[src/rtl/irq_agg_pkg.sv]
package irq_agg_pkg;

    localparam int unsigned DEF_NUM_GROUPS = 7;
    localparam int unsigned DEF_EVT_W      = 4;
    localparam int unsigned DEF_ADDR_W     = 16;
    localparam int unsigned DEF_DATA_W     = 16;

    localparam logic [DEF_ADDR_W-1:0] DEF_PRIM_STAT_ADDR = 16'h4010;
    localparam logic [DEF_ADDR_W-1:0] DEF_PRIM_MASK_ADDR = 16'h4018;
    localparam logic [DEF_ADDR_W-1:0] DEF_SEC_STAT_BASE  = 16'h4020;
    localparam logic [DEF_ADDR_W-1:0] DEF_SEC_MASK_BASE  = 16'h4030;

    // Primary bit position of a group: group 0 sits at the top bit.
    function automatic int unsigned prim_pos(int unsigned data_w, int unsigned grp);
        return data_w - 1 - grp;
    endfunction

endpackage

[src/rtl/irq_sec_group.sv]
module irq_sec_group #(
    parameter int unsigned EVT_W = 4
) (
    input  logic             clk,
    input  logic             rst_n,
    input  logic [EVT_W-1:0] evt_i,
    input  logic             stat_wr_i,
    input  logic             mask_wr_i,
    input  logic [EVT_W-1:0] wdata_i,
    output logic [EVT_W-1:0] stat_o,
    output logic [EVT_W-1:0] mask_o,
    output logic             pend_o
);

    typedef struct packed {
        logic [EVT_W-1:0] ev_last;
        logic [EVT_W-1:0] stat;
        logic [EVT_W-1:0] mask;
    } grp_state_t;

    grp_state_t       st_d, st_q;
    logic [EVT_W-1:0] rise;
    logic [EVT_W-1:0] clr;

    always_comb begin
        rise        = evt_i & ~st_q.ev_last;
        clr         = stat_wr_i ? wdata_i : '0;
        st_d        = st_q;
        st_d.ev_last = evt_i;
        // a fresh edge overrides a simultaneous clear
        st_d.stat   = (st_q.stat & ~clr) | rise;
        if (mask_wr_i) begin
            st_d.mask = wdata_i;
        end
    end

    always_ff @(posedge clk or negedge rst_n) begin
        if (!rst_n) begin
            st_q.ev_last <= '0;
            st_q.stat    <= '0;
            st_q.mask    <= '1;
        end else begin
            st_q <= st_d;
        end
    end

    assign stat_o = st_q.stat;
    assign mask_o = st_q.mask;
    assign pend_o = |(st_q.stat & ~st_q.mask);

    AST_EDGE_SETS: assert property (@(posedge clk) disable iff (!rst_n)
        (rise != '0) |=> ((st_q.stat & $past(rise)) == $past(rise)));

    AST_NO_SPURIOUS_SET: assert property (@(posedge clk) disable iff (!rst_n)
        1'b1 |=> ((st_q.stat & ~$past(st_q.stat) & ~$past(rise)) == '0));

    AST_W1C_CLEARS: assert property (@(posedge clk) disable iff (!rst_n)
        stat_wr_i |=> ((st_q.stat & $past(wdata_i & ~rise)) == '0));

    AST_EVENT_BEATS_CLEAR: assert property (@(posedge clk) disable iff (!rst_n)
        ((rise & clr) != '0) |=> ((st_q.stat & $past(rise & clr)) == $past(rise & clr)));

endmodule

[src/rtl/irq_prim_ctrl.sv]
module irq_prim_ctrl #(
    parameter int unsigned NUM_GROUPS = 7
) (
    input  logic                  clk,
    input  logic                  rst_n,
    input  logic [NUM_GROUPS-1:0] pend_i,
    input  logic                  mask_wr_i,
    input  logic [NUM_GROUPS-1:0] mask_wdata_i,
    output logic [NUM_GROUPS-1:0] pmask_o,
    output logic                  irq_n_o
);

    typedef struct packed {
        logic [NUM_GROUPS-1:0] pmask;
        logic                  irq_n;
    } prim_state_t;

    prim_state_t st_d, st_q;

    always_comb begin
        st_d       = st_q;
        st_d.irq_n = ~|(pend_i & ~st_q.pmask);
        if (mask_wr_i) begin
            st_d.pmask = mask_wdata_i;
        end
    end

    always_ff @(posedge clk or negedge rst_n) begin
        if (!rst_n) begin
            st_q.pmask <= '1;
            st_q.irq_n <= 1'b1;
        end else begin
            st_q <= st_d;
        end
    end

    assign pmask_o = st_q.pmask;
    assign irq_n_o = st_q.irq_n;

    AST_MASKED_QUIET: assert property (@(posedge clk) disable iff (!rst_n)
        ((pend_i & ~pmask_o) == '0) |=> irq_n_o);

    AST_UNMASKED_FIRES: assert property (@(posedge clk) disable iff (!rst_n)
        ((pend_i & ~pmask_o) != '0) |=> !irq_n_o);

endmodule

[src/rtl/irq_aggregator.sv]
module irq_aggregator
    import irq_agg_pkg::*;
#(
    parameter int unsigned           NUM_GROUPS     = DEF_NUM_GROUPS,
    parameter int unsigned           EVT_W          = DEF_EVT_W,
    parameter int unsigned           ADDR_W         = DEF_ADDR_W,
    parameter int unsigned           DATA_W         = DEF_DATA_W,
    parameter logic [ADDR_W-1:0]     PRIM_STAT_ADDR = DEF_PRIM_STAT_ADDR,
    parameter logic [ADDR_W-1:0]     PRIM_MASK_ADDR = DEF_PRIM_MASK_ADDR,
    parameter logic [ADDR_W-1:0]     SEC_STAT_BASE  = DEF_SEC_STAT_BASE,
    parameter logic [ADDR_W-1:0]     SEC_MASK_BASE  = DEF_SEC_MASK_BASE
) (
    input  logic                        clk,
    input  logic                        rst_n,
    input  logic [NUM_GROUPS*EVT_W-1:0] evt_i,
    input  logic [ADDR_W-1:0]           reg_addr,
    input  logic                        reg_wr,
    input  logic [DATA_W-1:0]           reg_wdata,
    output logic [DATA_W-1:0]           reg_rdata,
    output logic                        irq_n
);

    localparam int unsigned LOW_UNUSED = DATA_W - NUM_GROUPS;

    logic [EVT_W-1:0]      sec_stat [NUM_GROUPS];
    logic [EVT_W-1:0]      sec_mask [NUM_GROUPS];
    logic [NUM_GROUPS-1:0] grp_pend;
    logic [NUM_GROUPS-1:0] pmask;
    logic [NUM_GROUPS-1:0] pmask_wdata;
    logic                  pmask_wr;
    logic                  unused_wdata;

    assign pmask_wr     = reg_wr && (reg_addr == PRIM_MASK_ADDR);
    assign unused_wdata = ^reg_wdata;

    for (genvar g = 0; g < NUM_GROUPS; g++) begin : g_grp
        logic sel_stat_wr;
        logic sel_mask_wr;

        assign sel_stat_wr = reg_wr && (reg_addr == SEC_STAT_BASE + ADDR_W'(g));
        assign sel_mask_wr = reg_wr && (reg_addr == SEC_MASK_BASE + ADDR_W'(g));
        assign pmask_wdata[g] = reg_wdata[prim_pos(DATA_W, g)];

        irq_sec_group #(
            .EVT_W (EVT_W)
        ) u_grp (
            .clk       (clk),
            .rst_n     (rst_n),
            .evt_i     (evt_i[g*EVT_W +: EVT_W]),
            .stat_wr_i (sel_stat_wr),
            .mask_wr_i (sel_mask_wr),
            .wdata_i   (reg_wdata[EVT_W-1:0]),
            .stat_o    (sec_stat[g]),
            .mask_o    (sec_mask[g]),
            .pend_o    (grp_pend[g])
        );
    end

    irq_prim_ctrl #(
        .NUM_GROUPS (NUM_GROUPS)
    ) u_prim (
        .clk          (clk),
        .rst_n        (rst_n),
        .pend_i       (grp_pend),
        .mask_wr_i    (pmask_wr),
        .mask_wdata_i (pmask_wdata),
        .pmask_o      (pmask),
        .irq_n_o      (irq_n)
    );

    always_comb begin
        reg_rdata = '0;
        if (reg_addr == PRIM_STAT_ADDR) begin
            for (int g = 0; g < NUM_GROUPS; g++) begin
                reg_rdata[prim_pos(DATA_W, g)] = grp_pend[g];
            end
        end else if (reg_addr == PRIM_MASK_ADDR) begin
            for (int g = 0; g < NUM_GROUPS; g++) begin
                reg_rdata[prim_pos(DATA_W, g)] = pmask[g];
            end
        end
        for (int g = 0; g < NUM_GROUPS; g++) begin
            if (reg_addr == SEC_STAT_BASE + ADDR_W'(g)) begin
                reg_rdata[EVT_W-1:0] = sec_stat[g];
            end
            if (reg_addr == SEC_MASK_BASE + ADDR_W'(g)) begin
                reg_rdata[EVT_W-1:0] = sec_mask[g];
            end
        end
    end

    AST_PRIM_LOW_BITS_ZERO: assert property (@(posedge clk) disable iff (!rst_n)
        (reg_addr == PRIM_STAT_ADDR) |-> (reg_rdata[LOW_UNUSED-1:0] == '0));

    AST_PRIM_VALID_WHEN_MASKED: assert property (@(posedge clk) disable iff (!rst_n)
        (reg_addr == PRIM_STAT_ADDR && pmask[0] && ((sec_stat[0] & ~sec_mask[0]) != '0))
        |-> reg_rdata[DATA_W-1]);

endmodule

[config.mk]
export PLATFORM = sky130hd
export DESIGN_NAME = irq_aggregator
export DESIGN_NICKNAME = d
export VERILOG_FILES = /design/src/rtl/irq_agg_pkg.sv /design/src/rtl/irq_sec_group.sv /design/src/rtl/irq_prim_ctrl.sv /design/src/rtl/irq_aggregator.sv
export SDC_FILE = /design/constraint.sdc
export NUM_CORES = 1
export LEC_CHECK = 0
export BUFFER_PORTS_ARGS = -buffer_cell sky130_fd_sc_hd__buf_2
export CAP_MARGIN = 20
export CORE_UTILIZATION = 41
export CTS_CLUSTER_DIAMETER = 50
export DETAILED_ROUTE_END_ITERATION = 12
export PLACE_DENSITY_LB_ADDON = 0.15
export SETUP_SLACK_MARGIN = 0.02
export SYNTH_ARGS = -nofsm -noshare
export SYNTH_HDL_FRONTEND = slang
export SYNTH_SLANG_ARGS = --single-unit
[constraint.sdc]
create_clock -name clk -period 3.7 [get_ports clk]
set_clock_uncertainty 0.1 [all_clocks]
set_input_delay 0.37 -clock clk [delete_from_list [all_inputs] [get_ports clk]]
set_output_delay 0.37 -clock clk [all_outputs]
set_load 0.02 [all_outputs]
==> impl_metrics.py <==
metrics = {
    "timing": {
        "slew_viol_final": 0,
        "fin_crit_sh_pct": 87.6,
        "worst_pin_slew_ns": 0.698,
        "max_freq_ghz": 0.309,
        "hold_ws_ns": 0.0206,
        "finalSetupViolCount": 0,
        "fin_setup_tns_ns": 0,
        "grt_setup_unrepaired": "false",
        "min_period_ns": 3.24,
        "finalHoldViolations": 0,
        "relSlewSlack_pct": 53.1,
    },
    "power": {
        "sequentialPowerShare_pct": 54.7,
        "p_comb_share_pct": 8.5,
        "switching_share_pct": 24.7,
        "p_clk_share_pct": 36.8,
        "p_leak_nw": 2.38,
        "power.internal_w": 0.00141,
        "ir_worst_vdd_mv": 0.256,
        "power_density_nw_per_um2": 348,
        "power.switching_w": 0.000462,
    },
    "setup_path": {
        "crit_fanout": 11,
        "slowest_stage": "or4_1",
        "worstPathRequired_ns": 3.23,
        "end_kind": "primary output",
        "reg2reg_slack_ns": 1.82,
        "arrival_ns": 2.77,
        "path_class": "in2out",
        "start_kind": "input pin",
        "cpPeakStageDelay_ns": 0.59,
        "path_common_cell": "buf_2",
        "crit_path_cell_trace": "buf_2, or4_1, or3_4, or4_4, o22ai_1, o21ai_0, a32oi_1, buf_2",
        "r2r_cells": 4,
    },
    "logic_synthesis": {
        "synthDominantCellAreaShare_pct": 31.4,
        "synth_commonest_cells": "o21ai_0, inv_1, dfrtp_1",
        "synth-edff-count": 0,
        "yosys.area.top_type": "dfrtp_1",
        "synth.distinct_cells": 53,
        "yosysMostFrequentCell": "o21ai_0",
        "synth-seq-area-share_pct": 52.6,
        "synth_area_um2": 4460,
        "yosysWarnings": 0,
        "synthArstFlopShare_pct": 100,
        "syn_area_per_cell_um2": 9.87,
        "synthesis.instances": 452,
        "synthTopCellsByArea": "dfrtp_1, dfstp_2, mux2_2",
        "synth-seq-cells": 92,
        "synthFlopType": "dfrtp_1",
    },
    "place": {
        "place_inst": 644,
        "place_area_um2": 4920,
        "portBuffers": 69,
        "place_congestion": 0.894,
        "hpwl_mm": 8.90,
    },
    "drt": {
        "drt_iter0_drc": 216,
        "viasPerCell": 5.36,
        "ant_nets": 0,
        "drt_first_pass_iters": 6,
        "drc": 0,
        "vias": 3680,
        "routedWlPerCell_um": 18.1,
        "drt-total-wl_mm": 12.4,
    },
    "clocking": {
        "cts_tree": "done",
        "cts_sinks": 92,
        "path_clk_slew_ns": 0.08,
        "numCtsBuffers": 9,
        "worstSkewPairLatency_ns": 0.37,
        "htree_levels": 3,
        "cts_resized": 0,
        "clockBufferDepth": 2,
        "clock-root-buffer": "clkbuf_8",
    },
    "cells_and_area": {
        "synthToLayoutAreaGrowth_pct": 20.9,
        "fin_util_pct": 51.8,
        "finalNetCount": 609,
        "final_layout_size_suffix_gt1_share_pct": 30.3,
        "stdcell_area_um2": 5390,
        "n_antenna_cell": 0,
        "finalNonFillerCells": 687,
        "fillers": 1007,
    },
    "grt": {
        "grt_pass1_wl_mm": 19.8,
        "overflow": 0,
        "grt_use_total_pct": 23.7,
        "antenna_found_initial": 0,
        "first_global_vias": 3684,
        "grt_max_degree": 44,
    },
    "min_path": {
        "hp-class": "in2reg",
        "holdPathStages": 1,
    },
    "die": {
        "io_pins": 80,
        "core-area_um2": 10400,
        "dieArea_um2": 11300,
        "initial_core_util_pct": 42.8,
        "die_h_um": 106,
        "rows": 37,
        "die_width_um": 106,
    },
    "run_status": {
        "status": "completed",
    },
    "run": {
        "maxCapViolations": 0,
    },
}
[path summary, 6_finish.rpt]
| path | from | endpoint |
|---|---|---|
| hold / removal | evt_i[8] | g_grp[2].u_grp.st_q[8] |
| min in group asynchronous | rst_n | g_grp[3].u_grp.stat_o[3] |
| hold reg to reg | g_grp[4].u_grp.st_q[11] | g_grp[4].u_grp.stat_o[3] |
| max in group asynchronous | rst_n | g_grp[6].u_grp.mask_o[3] |
| setup / recovery | reg_addr[7] | reg_rdata[3] |
| setup reg to reg | g_grp[0].u_grp.mask_o[1] | u_prim.irq_n_o |
[metrics by stage]
stage | power, W | setup WS [ns]
floorplan | 0.00111 | 0.744
global placement | 0.00118 | 0.474
detailed placement | 0.00118 | 0.460
CTS | 0.00190 | 0.453
global route | 0.00196 | 0.305
finish | 0.00188 | 0.460
[kinds of logic (layout without fill, tap and decap cells)]
logic type / count (synthesis) / after routing / synth area share [%]
flops: 92 / 92 / 52.6
simple gates: 102 / 102 / 11.6
compound gates: 132 / 132 / 18.3
buf+inv: 86 / 181 / 7.85
other cells: 1 / 5 / 0.0840
mux: 39 / 39 / 9.62
[sequential cells by signal (all words and copies together) (netlist names)]
register,count
g_grp.u_grp.mask_o,28
g_grp.u_grp.st_q,28
g_grp.u_grp.stat_o,28
u_prim.irq_n_o,1
u_prim.pmask_o,7
[per-layer routing]
metal,track usage (%),wire [µm],up-vias
li1,-,-,1744
met2,36.2,5590,127
met4,9.03,306,0
met5,0,0,-
met3,5.09,746,18
met1,33.1,5800,1791
[power groups by stage]
stage	Sequential [W]	Combinational (W)	Clock, W
4_1_cts	0.00103	0.000159	0.000716
3_5_place_dp	0.00104	0.000137	0
2_1_floorplan	0.00104	0.0000620	0
3_3_place_gp	0.00104	0.000136	0
5_1_grt	0.00103	0.000175	0.000754
6_report	0.00103	0.000159	0.000690
[cell usage in the layout (no fill, tap or decap), types with 9 or more instances in the layout]
cell type,synthesis,routed
a22o_1,9,9
clkbuf_8,0,10
dfrtp_1,56,56
buf_2,1,68
nand2_1,39,39
dfstp_2,36,36
mux2_2,31,31
a21oi_1,14,14
dlygate4sd3_1,0,27
o21ai_0,69,69
nor2_1,20,20
inv_1,64,64
[final cells by class]
cell class | count | area, µm² | area share [%]
sequential | 92 | 2350 | 43.5
multi-input combinational | 278 | 1780 | 33.0
timing repair buffer | 101 | 656 | 12.2
inverter | 64 | 240 | 4.45
tap | 136 | 170 | 3.15
clock buffer | 10 | 138 | 2.55
clock inverter | 6 | 62.6 | 1.16
[worst max-delay path: cells and delay by family]
kind / cells / cell delay [ns]
AOI/OAI and AO/OA: 3 / 0.48
buffers and inverters: 2 / 0.29
and+or+nand+nor: 3 / 1.62
[timing repair]
action,4_1_cts,5_1_grt
hold buffers,27,0
hold endpoints to repair,58,0
buffers inserted,0,0
(Power assumes the default switching activity.)
